File: src/rtl/aprm_pkg.sv
package aprm_pkg;
  // Strobes from the control path into the table datapath
  typedef struct packed {
    logic wrSel;   // write shadow slave-number word
    logic wrOff;   // write shadow replacement-nibble word
    logic commit;  // copy shadow into live tables this edge
  } aprm_strb_t;
endpackage

File: src/rtl/aprm_ctrl.sv
module aprm_ctrl
  import aprm_pkg::*;
#(
  parameter int CFG_W  = 32,
  parameter int NREG   = 2,
  parameter int CFG_AW = 5,
  parameter int SLOT_W = 1
) (
  input  logic              clk,
  input  logic              rstN,
  input  logic              cfgWrEn,
  input  logic [CFG_AW-1:0] cfgAddr,
  input  logic              updBit,
  input  logic [CFG_W-1:0]  selWord [NREG],
  input  logic [CFG_W-1:0]  offWord [NREG],
  output aprm_strb_t        strb,
  output logic [SLOT_W-1:0] slotIdx,
  output logic [CFG_W-1:0]  cfgRdData
);
  localparam int WIDX_W  = CFG_AW - 2;
  localparam int UPD_IDX = 2 * NREG;

  logic [WIDX_W-1:0] wordIdx;
  logic [WIDX_W-1:0] offIdx;
  logic              isSel;
  logic              isOff;
  logic              isUpd;
  logic              updReg;

  assign wordIdx = cfgAddr[CFG_AW-1:2];
  assign offIdx  = wordIdx - WIDX_W'(NREG);
  assign isSel   = wordIdx < WIDX_W'(NREG);
  assign isOff   = !isSel && (wordIdx < WIDX_W'(2 * NREG));
  assign isUpd   = wordIdx == WIDX_W'(UPD_IDX);

  always_comb begin
    slotIdx = '0;
    if (isSel)      slotIdx = SLOT_W'(wordIdx);
    else if (isOff) slotIdx = SLOT_W'(offIdx);
  end

  // Commit register: self-clearing, acts one cycle after the write
  always_ff @(posedge clk) begin
    if (!rstN) updReg <= 1'b0;
    else       updReg <= cfgWrEn && isUpd && updBit;
  end

  always_comb begin
    strb.wrSel  = cfgWrEn && isSel;
    strb.wrOff  = cfgWrEn && isOff;
    strb.commit = updReg;
  end

  always_comb begin
    cfgRdData = '0;
    if (isSel)      cfgRdData = selWord[slotIdx];
    else if (isOff) cfgRdData = offWord[slotIdx];
  end
endmodule

File: src/rtl/aprm_datapath.sv
module aprm_datapath
  import aprm_pkg::*;
#(
  parameter int ADDR_W  = 32,
  parameter int AP_BITS = 4,
  parameter int CFG_W   = 32,
  parameter int NREG    = 2,
  parameter int PER_REG = 8,
  parameter int SLOT_W  = 1
) (
  input  logic               clk,
  input  logic               rstN,
  input  aprm_strb_t         strb,
  input  logic [SLOT_W-1:0]  slotIdx,
  input  logic [CFG_W-1:0]   wrData,
  input  logic               reqValid,
  input  logic [ADDR_W-1:0]  reqAddr,
  output logic [CFG_W-1:0]   selWord [NREG],
  output logic [CFG_W-1:0]   offWord [NREG],
  output logic               slvValid,
  output logic [AP_BITS-1:0] slvSel,
  output logic [ADDR_W-1:0]  slvAddr,
  output logic               decErr
);
  localparam int NUM_AP = 1 << AP_BITS;
  localparam int LOW_W  = ADDR_W - AP_BITS;

  logic [AP_BITS-1:0] shSel  [NUM_AP];
  logic [AP_BITS-1:0] shOff  [NUM_AP];
  logic [AP_BITS-1:0] actSel [NUM_AP];
  logic [AP_BITS-1:0] actOff [NUM_AP];

  for (genvar ap = 0; ap < NUM_AP; ap++) begin : g_ap
    localparam int REG = ap / PER_REG;
    localparam int POS = ap % PER_REG;
    logic hitReg;
    assign hitReg = slotIdx == SLOT_W'(REG);

    always_ff @(posedge clk) begin
      if (!rstN) begin
        shSel[ap]  <= '0;
        shOff[ap]  <= AP_BITS'(ap);
        actSel[ap] <= '0;
        actOff[ap] <= AP_BITS'(ap);
      end else begin
        if (strb.wrSel && hitReg) shSel[ap] <= wrData[POS*AP_BITS +: AP_BITS];
        if (strb.wrOff && hitReg) shOff[ap] <= wrData[POS*AP_BITS +: AP_BITS];
        if (strb.commit) begin
          actSel[ap] <= shSel[ap];
          actOff[ap] <= shOff[ap];
        end
      end
    end
  end

  // Pack shadow entries back into configuration words
  always_comb begin
    for (int r = 0; r < NREG; r++) begin
      selWord[r] = '0;
      offWord[r] = '0;
      for (int p = 0; p < PER_REG; p++) begin
        selWord[r][p*AP_BITS +: AP_BITS] = shSel[r*PER_REG+p];
        offWord[r][p*AP_BITS +: AP_BITS] = shOff[r*PER_REG+p];
      end
    end
  end

  // Combinational translation from the live tables
  logic [AP_BITS-1:0] apIdx;
  logic               mapped;

  assign apIdx    = reqAddr[ADDR_W-1 -: AP_BITS];
  assign slvSel   = actSel[apIdx];
  assign mapped   = slvSel != '0;
  assign slvAddr  = {actOff[apIdx], reqAddr[LOW_W-1:0]};
  assign slvValid = reqValid && mapped;
  assign decErr   = reqValid && !mapped;
endmodule

File: src/rtl/aperture_remap.sv
module aperture_remap
  import aprm_pkg::*;
#(
  parameter  int ADDR_W  = 32,
  parameter  int AP_BITS = 4,
  parameter  int CFG_W   = 32,
  localparam int NUM_AP  = 1 << AP_BITS,
  localparam int PER_REG = CFG_W / AP_BITS,
  localparam int NREG    = (NUM_AP + PER_REG - 1) / PER_REG,
  localparam int CFG_AW  = $clog2(2 * NREG + 1) + 2
) (
  input  logic               clk,
  input  logic               rstN,
  input  logic               cfgWrEn,
  input  logic [CFG_AW-1:0]  cfgAddr,
  input  logic [CFG_W-1:0]   cfgWrData,
  output logic [CFG_W-1:0]   cfgRdData,
  input  logic               reqValid,
  input  logic [ADDR_W-1:0]  reqAddr,
  output logic               slvValid,
  output logic [AP_BITS-1:0] slvSel,
  output logic [ADDR_W-1:0]  slvAddr,
  output logic               decErr
);
  localparam int SLOT_W = (NREG > 1) ? $clog2(NREG) : 1;

  aprm_strb_t        strb;
  logic [SLOT_W-1:0] slotIdx;
  logic [CFG_W-1:0]  selWord [NREG];
  logic [CFG_W-1:0]  offWord [NREG];

  aprm_ctrl #(
    .CFG_W(CFG_W), .NREG(NREG), .CFG_AW(CFG_AW), .SLOT_W(SLOT_W)
  ) u_ctrl (
    .clk(clk), .rstN(rstN), .cfgWrEn(cfgWrEn), .cfgAddr(cfgAddr),
    .updBit(cfgWrData[0]), .selWord(selWord), .offWord(offWord),
    .strb(strb), .slotIdx(slotIdx), .cfgRdData(cfgRdData)
  );

  aprm_datapath #(
    .ADDR_W(ADDR_W), .AP_BITS(AP_BITS), .CFG_W(CFG_W),
    .NREG(NREG), .PER_REG(PER_REG), .SLOT_W(SLOT_W)
  ) u_dp (
    .clk(clk), .rstN(rstN), .strb(strb), .slotIdx(slotIdx),
    .wrData(cfgWrData), .reqValid(reqValid), .reqAddr(reqAddr),
    .selWord(selWord), .offWord(offWord), .slvValid(slvValid),
    .slvSel(slvSel), .slvAddr(slvAddr), .decErr(decErr)
  );
endmodule

File: config.mk
export PLATFORM = sky130hd
export DESIGN_NAME = aperture_remap
export DESIGN_NICKNAME = d
export VERILOG_FILES = /design/src/rtl/aprm_pkg.sv /design/src/rtl/aprm_ctrl.sv /design/src/rtl/aprm_datapath.sv /design/src/rtl/aperture_remap.sv
export SDC_FILE = /design/constraint.sdc
export NUM_CORES = 1
export LEC_CHECK = 0
export BUFFER_PORTS_ARGS = -buffer_cell sky130_fd_sc_hd__buf_2
export CORE_AREA = 5 5 129 162
export DETAILED_ROUTE_END_ITERATION = 10
export DIE_AREA = 0 0 134 167
export GPL_TIMING_DRIVEN = 0
export PLACE_DENSITY = 0.84
export SLEW_MARGIN = 10
export SYNTH_ARGS = -nofsm -noshare
export SYNTH_HDL_FRONTEND = slang
export SYNTH_SLANG_ARGS = --single-unit
File: constraint.sdc
create_clock -name clk -period 7.8 [get_ports clk]
set_clock_uncertainty 0.2 [all_clocks]
set_input_delay 0 -clock clk [delete_from_list [all_inputs] [get_ports clk]]
set_output_delay 0 -clock clk [all_outputs]
set_load 0.02 [all_outputs]
; ---- Word level (Yosys, flattened, before mapping)
; Memory sizes are Yosys's and may differ from the RTL's.
; Cells that the tools add are included.
[word_totals]
wordCells = 180
reg_bits = 1
ramBits = 256
memories = 4
in_bits = 73
out_inout_bits = 70
[op_classes]
bitwise = 66
mux = 90
magnitude_cmp = 3
n_reduce_logical = 14
eq_ne = 1
addsub = 1
[mem_list]
columns = memory, words, word_bits, read_ports, rd_ports_with_merged_regs, write_ports, line_no
row1 = u_dp.actOff, 16, 4, 1, 0, 16, aprm_datapath.sv:31  ; logic [AP_BITS-1:0] actOff [NUM_AP];
row2 = u_dp.actSel, 16, 4, 1, 0, 16, aprm_datapath.sv:30  ; logic [AP_BITS-1:0] actSel [NUM_AP];
row3 = u_dp.shOff, 16, 4, 16, 0, 16, aprm_datapath.sv:29  ; logic [AP_BITS-1:0] shOff [NUM_AP];
row4 = u_dp.shSel, 16, 4, 16, 0, 16, aprm_datapath.sv:28  ; logic [AP_BITS-1:0] shSel [NUM_AP];
[op_table]
columns = operator, count
row1 = 2-to-1 mux 32 bit, 8
row2 = 2-to-1 mux 4 bit, 64
row3 = OR 1 bit, 64
row4 = 2-to-1 mux 1 bit, 18
row5 = logical AND 1 bit, 11
row6 = nonzero test 4 bit, 1
row7 = "== test 3 bit, second input constant", 1
row8 = "less-than comparator 3 x 2 -> 1 bit, second input constant", 1
row9 = "less-than comparator 3 bit, second input constant", 1
row10 = "greater-or-equal comparator 2 bit, second input constant", 1
row11 = logical NOT 1 bit, 2
row12 = NOT 1 -> 2 bit, 1
row13 = NOT 1 bit, 1
row14 = "subtractor 1 bit, second input constant", 1

; ---- Longest topological paths before layout
[logic_depth]
word_depth = 11
depth_mapped = 7
depth_no_buf = 5

; ---- Modules after synthesis
; Synthesis repeated with hierarchy kept, for this count alone.
[hier_totals]
hier_cells = 777
hier_area_um2 = 11871.4
[modules_own_cells]
columns = module, area_each_um2, instances, seq_area_each_um2, cells_each
row1 = aprm_datapath, 10795.4, 1, 7687.4, 657
row2 = aprm_ctrl, 1076.0, 1, 20.0, 120

; ---- Worst setup path before layout
; Ideal clock, no wire load.
[synth_path]
path_kind = reg2reg
from = register u_ctrl.updReg
to = memory u_dp.actOff[0][0], enable pin
path_stages_with_launch = 3
t_required_ns = 7.090
n_path_buf = 1
slack_ns = 3.318
setup_ns = 0.510
arrival_ns = 3.773
period_less_slack_ns = 4.482
path_cell_list = dfxtp_1 -> clkbuf_1 -> nand2b_1
[synth_rtl]
columns = item, line_no
row1 = from (decl), aprm_ctrl.sv:28  ; logic updReg;
row2 = from (signal assigned), aprm_ctrl.sv:45  ; else updReg <= cfgWrEn && isUpd && updBit;
row3 = to (decl), aprm_datapath.sv:31

; ---- Final worst setup path
[layout_path]
from = input reqAddr[29]
to = output slvAddr[28]
[layout_between]
elab_chain_len = 1
[layout_lines]
columns = item, line_no
row1 = from (decl), aperture_remap.sv:19  ; input logic [ADDR_W-1:0] reqAddr,
row2 = memory read (16 x 4 bit), -
row3 = to (decl), aperture_remap.sv:22  ; output logic [ADDR_W-1:0] slvAddr,
; Every way passes these cells.

==> flow_summary.rst <==
.. list-table::
   :header-rows: 1

   * - Metric
     - Value
   * - Result of the run
     - complete, no violations
   * - Placeable Area
     - around 0.019 mm^2
   * - Fin. max-slew vios
     - 0
   * - # DRC
     - 0
   * - First-pass GRT wire length
     - 47900 um
   * - FF-to-FF Start
     - u_ctrl.updReg
   * - Max-slew headroom
     - a little over a third
   * - Number of global-route vias before repair
     - 7884
   * - Average routed wire per standard cell
     - 27.5 um
   * - Antenna violations before repair
     - 2
   * - Crit path buf inv count
     - 4
   * - Compound-gate portion of the synthesized area
     - 0.508%
   * - Clock latency on the worst-skew pair
     - 0.50 ns
   * - Levels on crit path
     - 6
   * - Final cell area excluding filler cells
     - roughly 0.014 mm^2
   * - Maximum clock frequency
     - 370 MHz
   * - Congestion Overflow GR
     - 0
   * - Critical path's most frequent cell
     - buf_2
   * - CP endpoint kind
     - output port
   * - Number of iterations in the first detailed-routing pass
     - 6
   * - PortBufs
     - 110
   * - Starting utilization of the core area
     - around three fifths
   * - Buffer cell driving the clock tree root
     - clkbuf_16
   * - Period utilization
     - 34.6%
   * - Number of warning messages in the yosys log
     - 0
   * - Number of vias after detailed routing
     - between 7000 and 8000
   * - Antenna-violating nets left
     - 0
   * - Sum of net half-perimeters after detailed placement
     - 23100 um
   * - Synth Net Count
     - 814
   * - Switching part of the total
     - 23.2%
   * - Fraction of final layout cells with drive strength greater than 1
     - 31.2%
   * - Horizontal extent of the die
     - 134 um
   * - Area fraction in and, or, nand and nor cells after synthesis
     - 16.7%
   * - Most frequent cells after synthesis
     - edfxtp_1 (256), and2_1 (97), and3_1 (96)
   * - Post-Syn Instances
     - 741
   * - Count leader, synth
     - edfxtp_1
   * - Post-synthesis register bit count
     - roughly 260
   * - CP delay by family, top
     - buffers and inverters
   * - Clock tree from TritonCTS
     - yes
   * - Sink count of the clock tree
     - ~260
   * - Min-Delay Startpoint
     - reqAddr[17]
   * - Peak fanout along the critical path
     - 10
   * - Setup TNS Final
     - 0 ns
   * - Switching power of the nets
     - 0.000692 W
   * - Placer's final routability congestion estimate
     - between 0.8 and 0.9
   * - Mux contribution to synthesized area
     - 13.2%
   * - Post-place instance area
     - roughly 0.013 mm^2
   * - Highest ir drop seen on vdd
     - 0.000256 V
   * - Worst hold path depth
     - 2
   * - Num ports
     - 143
   * - DRC violation total after the first TritonRoute iteration
     - 726
   * - Leakage
     - around 5.4 nW
   * - Netlist cell types
     - 29
   * - Proportion of synthesized flip-flops having asynchronous set or reset
     - 0%
   * - Area contributors post-synth
     - edfxtp_1 (65%), mux4_2 (11%), and2_1 (5.1%)
   * - Worst Setup Path Type
     - in2out
   * - Minimum period implied by the final worst setup slack
     - around 2.7 ns
   * - Number of setup violations in the final report
     - 0
   * - Worst path required time
     - 7.60 ns
   * - Startpoint of the most critical setup path
     - reqAddr[29]
   * - Flip-flop cell with the highest count after synthesis
     - edfxtp_1
   * - Average size of a mapped cell
     - 16.0 um^2
   * - Library cell occupying the most area in the post-synthesis netlist
     - edfxtp_1
   * - Flop pwr share
     - 54.6%
   * - Post-synthesis share of cell area spent on xor and xnor gates
     - 0%
   * - Cts bufs inserted
     - 23
   * - GRT Resource Usage Total
     - 29.1%
   * - Area delta synth->final
     - 17.8%
   * - Delay of the slowest cell on the worst path
     - 0.72 ns
   * - Area of the die
     - 0.0224 mm^2
   * - FP Rows
     - 57
   * - Gates resized, CTS repair
     - 0
   * - H-tree levels
     - 1
   * - Final cell count without fillers
     - 1170
   * - Critical path startpoint category
     - primary input
   * - Dominant combinational cell family by area after synthesis
     - simple AND/OR/NAND/NOR gates
   * - Pin slew with the least headroom to its limit
     - 0.975 ns
   * - Data arrival time of the critical path
     - 2.50 ns
   * - Maximum number of pins on one net before global-route repair
     - 54
   * - Setup repair after global routing missed its margin
     - no
   * - Part of the total power dissipated in the clock network
     - 35.0%
   * - Critical-path cell list
     - buf_2 -> clkbuf_1 -> buf_2 -> mux4_2 -> mux4_2 -> buf_2
   * - Worst Reg-to-Reg Cells
     - 3
   * - Path type of the worst min-delay path
     - in2out
   * - Power density relative to cell area
     - 214 mW/mm^2
   * - Slowest stage cell, crit path
     - clkbuf_1
   * - Post-Synthesis Cell Area
     - 0.0118 mm^2
   * - Cell count after placement
     - 1095
   * - Number of antenna diodes
     - 0
   * - Layout Nets
     - ~1000
   * - Combinational share of power
     - 10.4%
   * - Die Height
     - 167 um
   * - Clock Path Buffers
     - 3
   * - Final total power
     - 0.00298 W
   * - Number of endpoints with negative hold slack in the final report
     - 0
   * - Fill count
     - 1107
   * - Yosys top cell area share
     - between 60 and 70%
   * - Share of the yosys chip area belonging to registers
     - 65.2%
   * - Overall routed net length
     - between 30000 and 40000 um
   * - Via-to-Cell Ratio
     - 6.40
   * - Internal power consumption
     - 0.00229 W
   * - Count of flip-flops with a built-in enable after synthesis
     - between 200 and 300
   * - Max cap viols
     - 0
   * - Adder-cell area share of the yosys netlist
     - 0%
cell type report:
type                    instances  area (um^2)  area share (%)
plain buffers                  89          510            3.67
clock buffers                  25          583            4.19
clock inverters                15         93.8           0.674
multi-input cells             395         3660            26.3
flip-flops and latches        257         7710            55.3
well taps                     236          295            2.12
repair buffers                153         1080            7.73
kinds of logic (layout without fill, tap and decap cells):
kind of cell           Yosys count  after routing
AO/OA/AOI/OAI                    8              8
multiplexers                    68             68
flip-flops                     257            257
buffers and inverters           89            282
AND/OR/NAND/NOR                319            319
stage by stage:
stage	hold slack, ns	utilization [%]	setup WS [ns]
after detailed placement	0.0196	67.2	5.07
after global routing	0.0214	72.6	5.08
after CTS	0.0198	72.6	5.18
after global placement	0.0206	66.0	1.85
final	0.0190	72.6	5.10
after floorplan	-0.0874	-	3.32
cell usage in the layout, fill, tap and decap left out, types with 23 or more instances in the layout:
cell type,n
edfxtp_1,256
buf_2,115
and2_1,97
and3_1,96
mux4_2,59
clkbuf_1,49
dlygate4sd3_1,35
nor2b_1,33
or3_1,32
or2_2,32
buf_4,29
clkbuf_16,23
power groups by stage:
| stage | registers, W | clock network (W) | logic [W] |
|---|---|---|---|
| global route | 0.00163 | 0.00110 | 0.000327 |
| finish | 0.00163 | 0.00104 | 0.000311 |
| detailed placement | 0.00165 | 0 | 0.000294 |
| CTS | 0.00162 | 0.00105 | 0.000310 |
| floorplan | 0.00163 | 0 | 0.000182 |
| global placement | 0.00166 | 0 | 0.000274 |
routing by layer:
metal	wire length, um	vias to the layer above	GRT usage (%)
met5	21	-	0
li1	-	3156	-
met3	4190	100	7.91
met1	10300	3639	36.0
met4	1360	4	12.4
met2	16300	590	48.6
path summary, 6_finish.rpt:
check | to | slack, ns
hold reg to reg | u_dp.actOff[7][0] | 0.34
setup / recovery | slvAddr[28] | 5.10
setup reg to reg | u_dp.actSel[4][1] | 5.30
hold / removal | slvAddr[17] | 0.02
flip-flops by register name (all words and copies together) (netlist names):
name	cells
u_dp.actOff	64
u_dp.shOff	64
u_dp.shSel	64
u_ctrl.updReg	1
u_dp.actSel	64
repair_timing:
item,4_1_cts,5_1_grt
hold buffers,35,0
setup buffers,0,0
hold endpoints to repair,139,0
endpoints found under the setup margin,0,0
(Power assumes the default switching activity.)
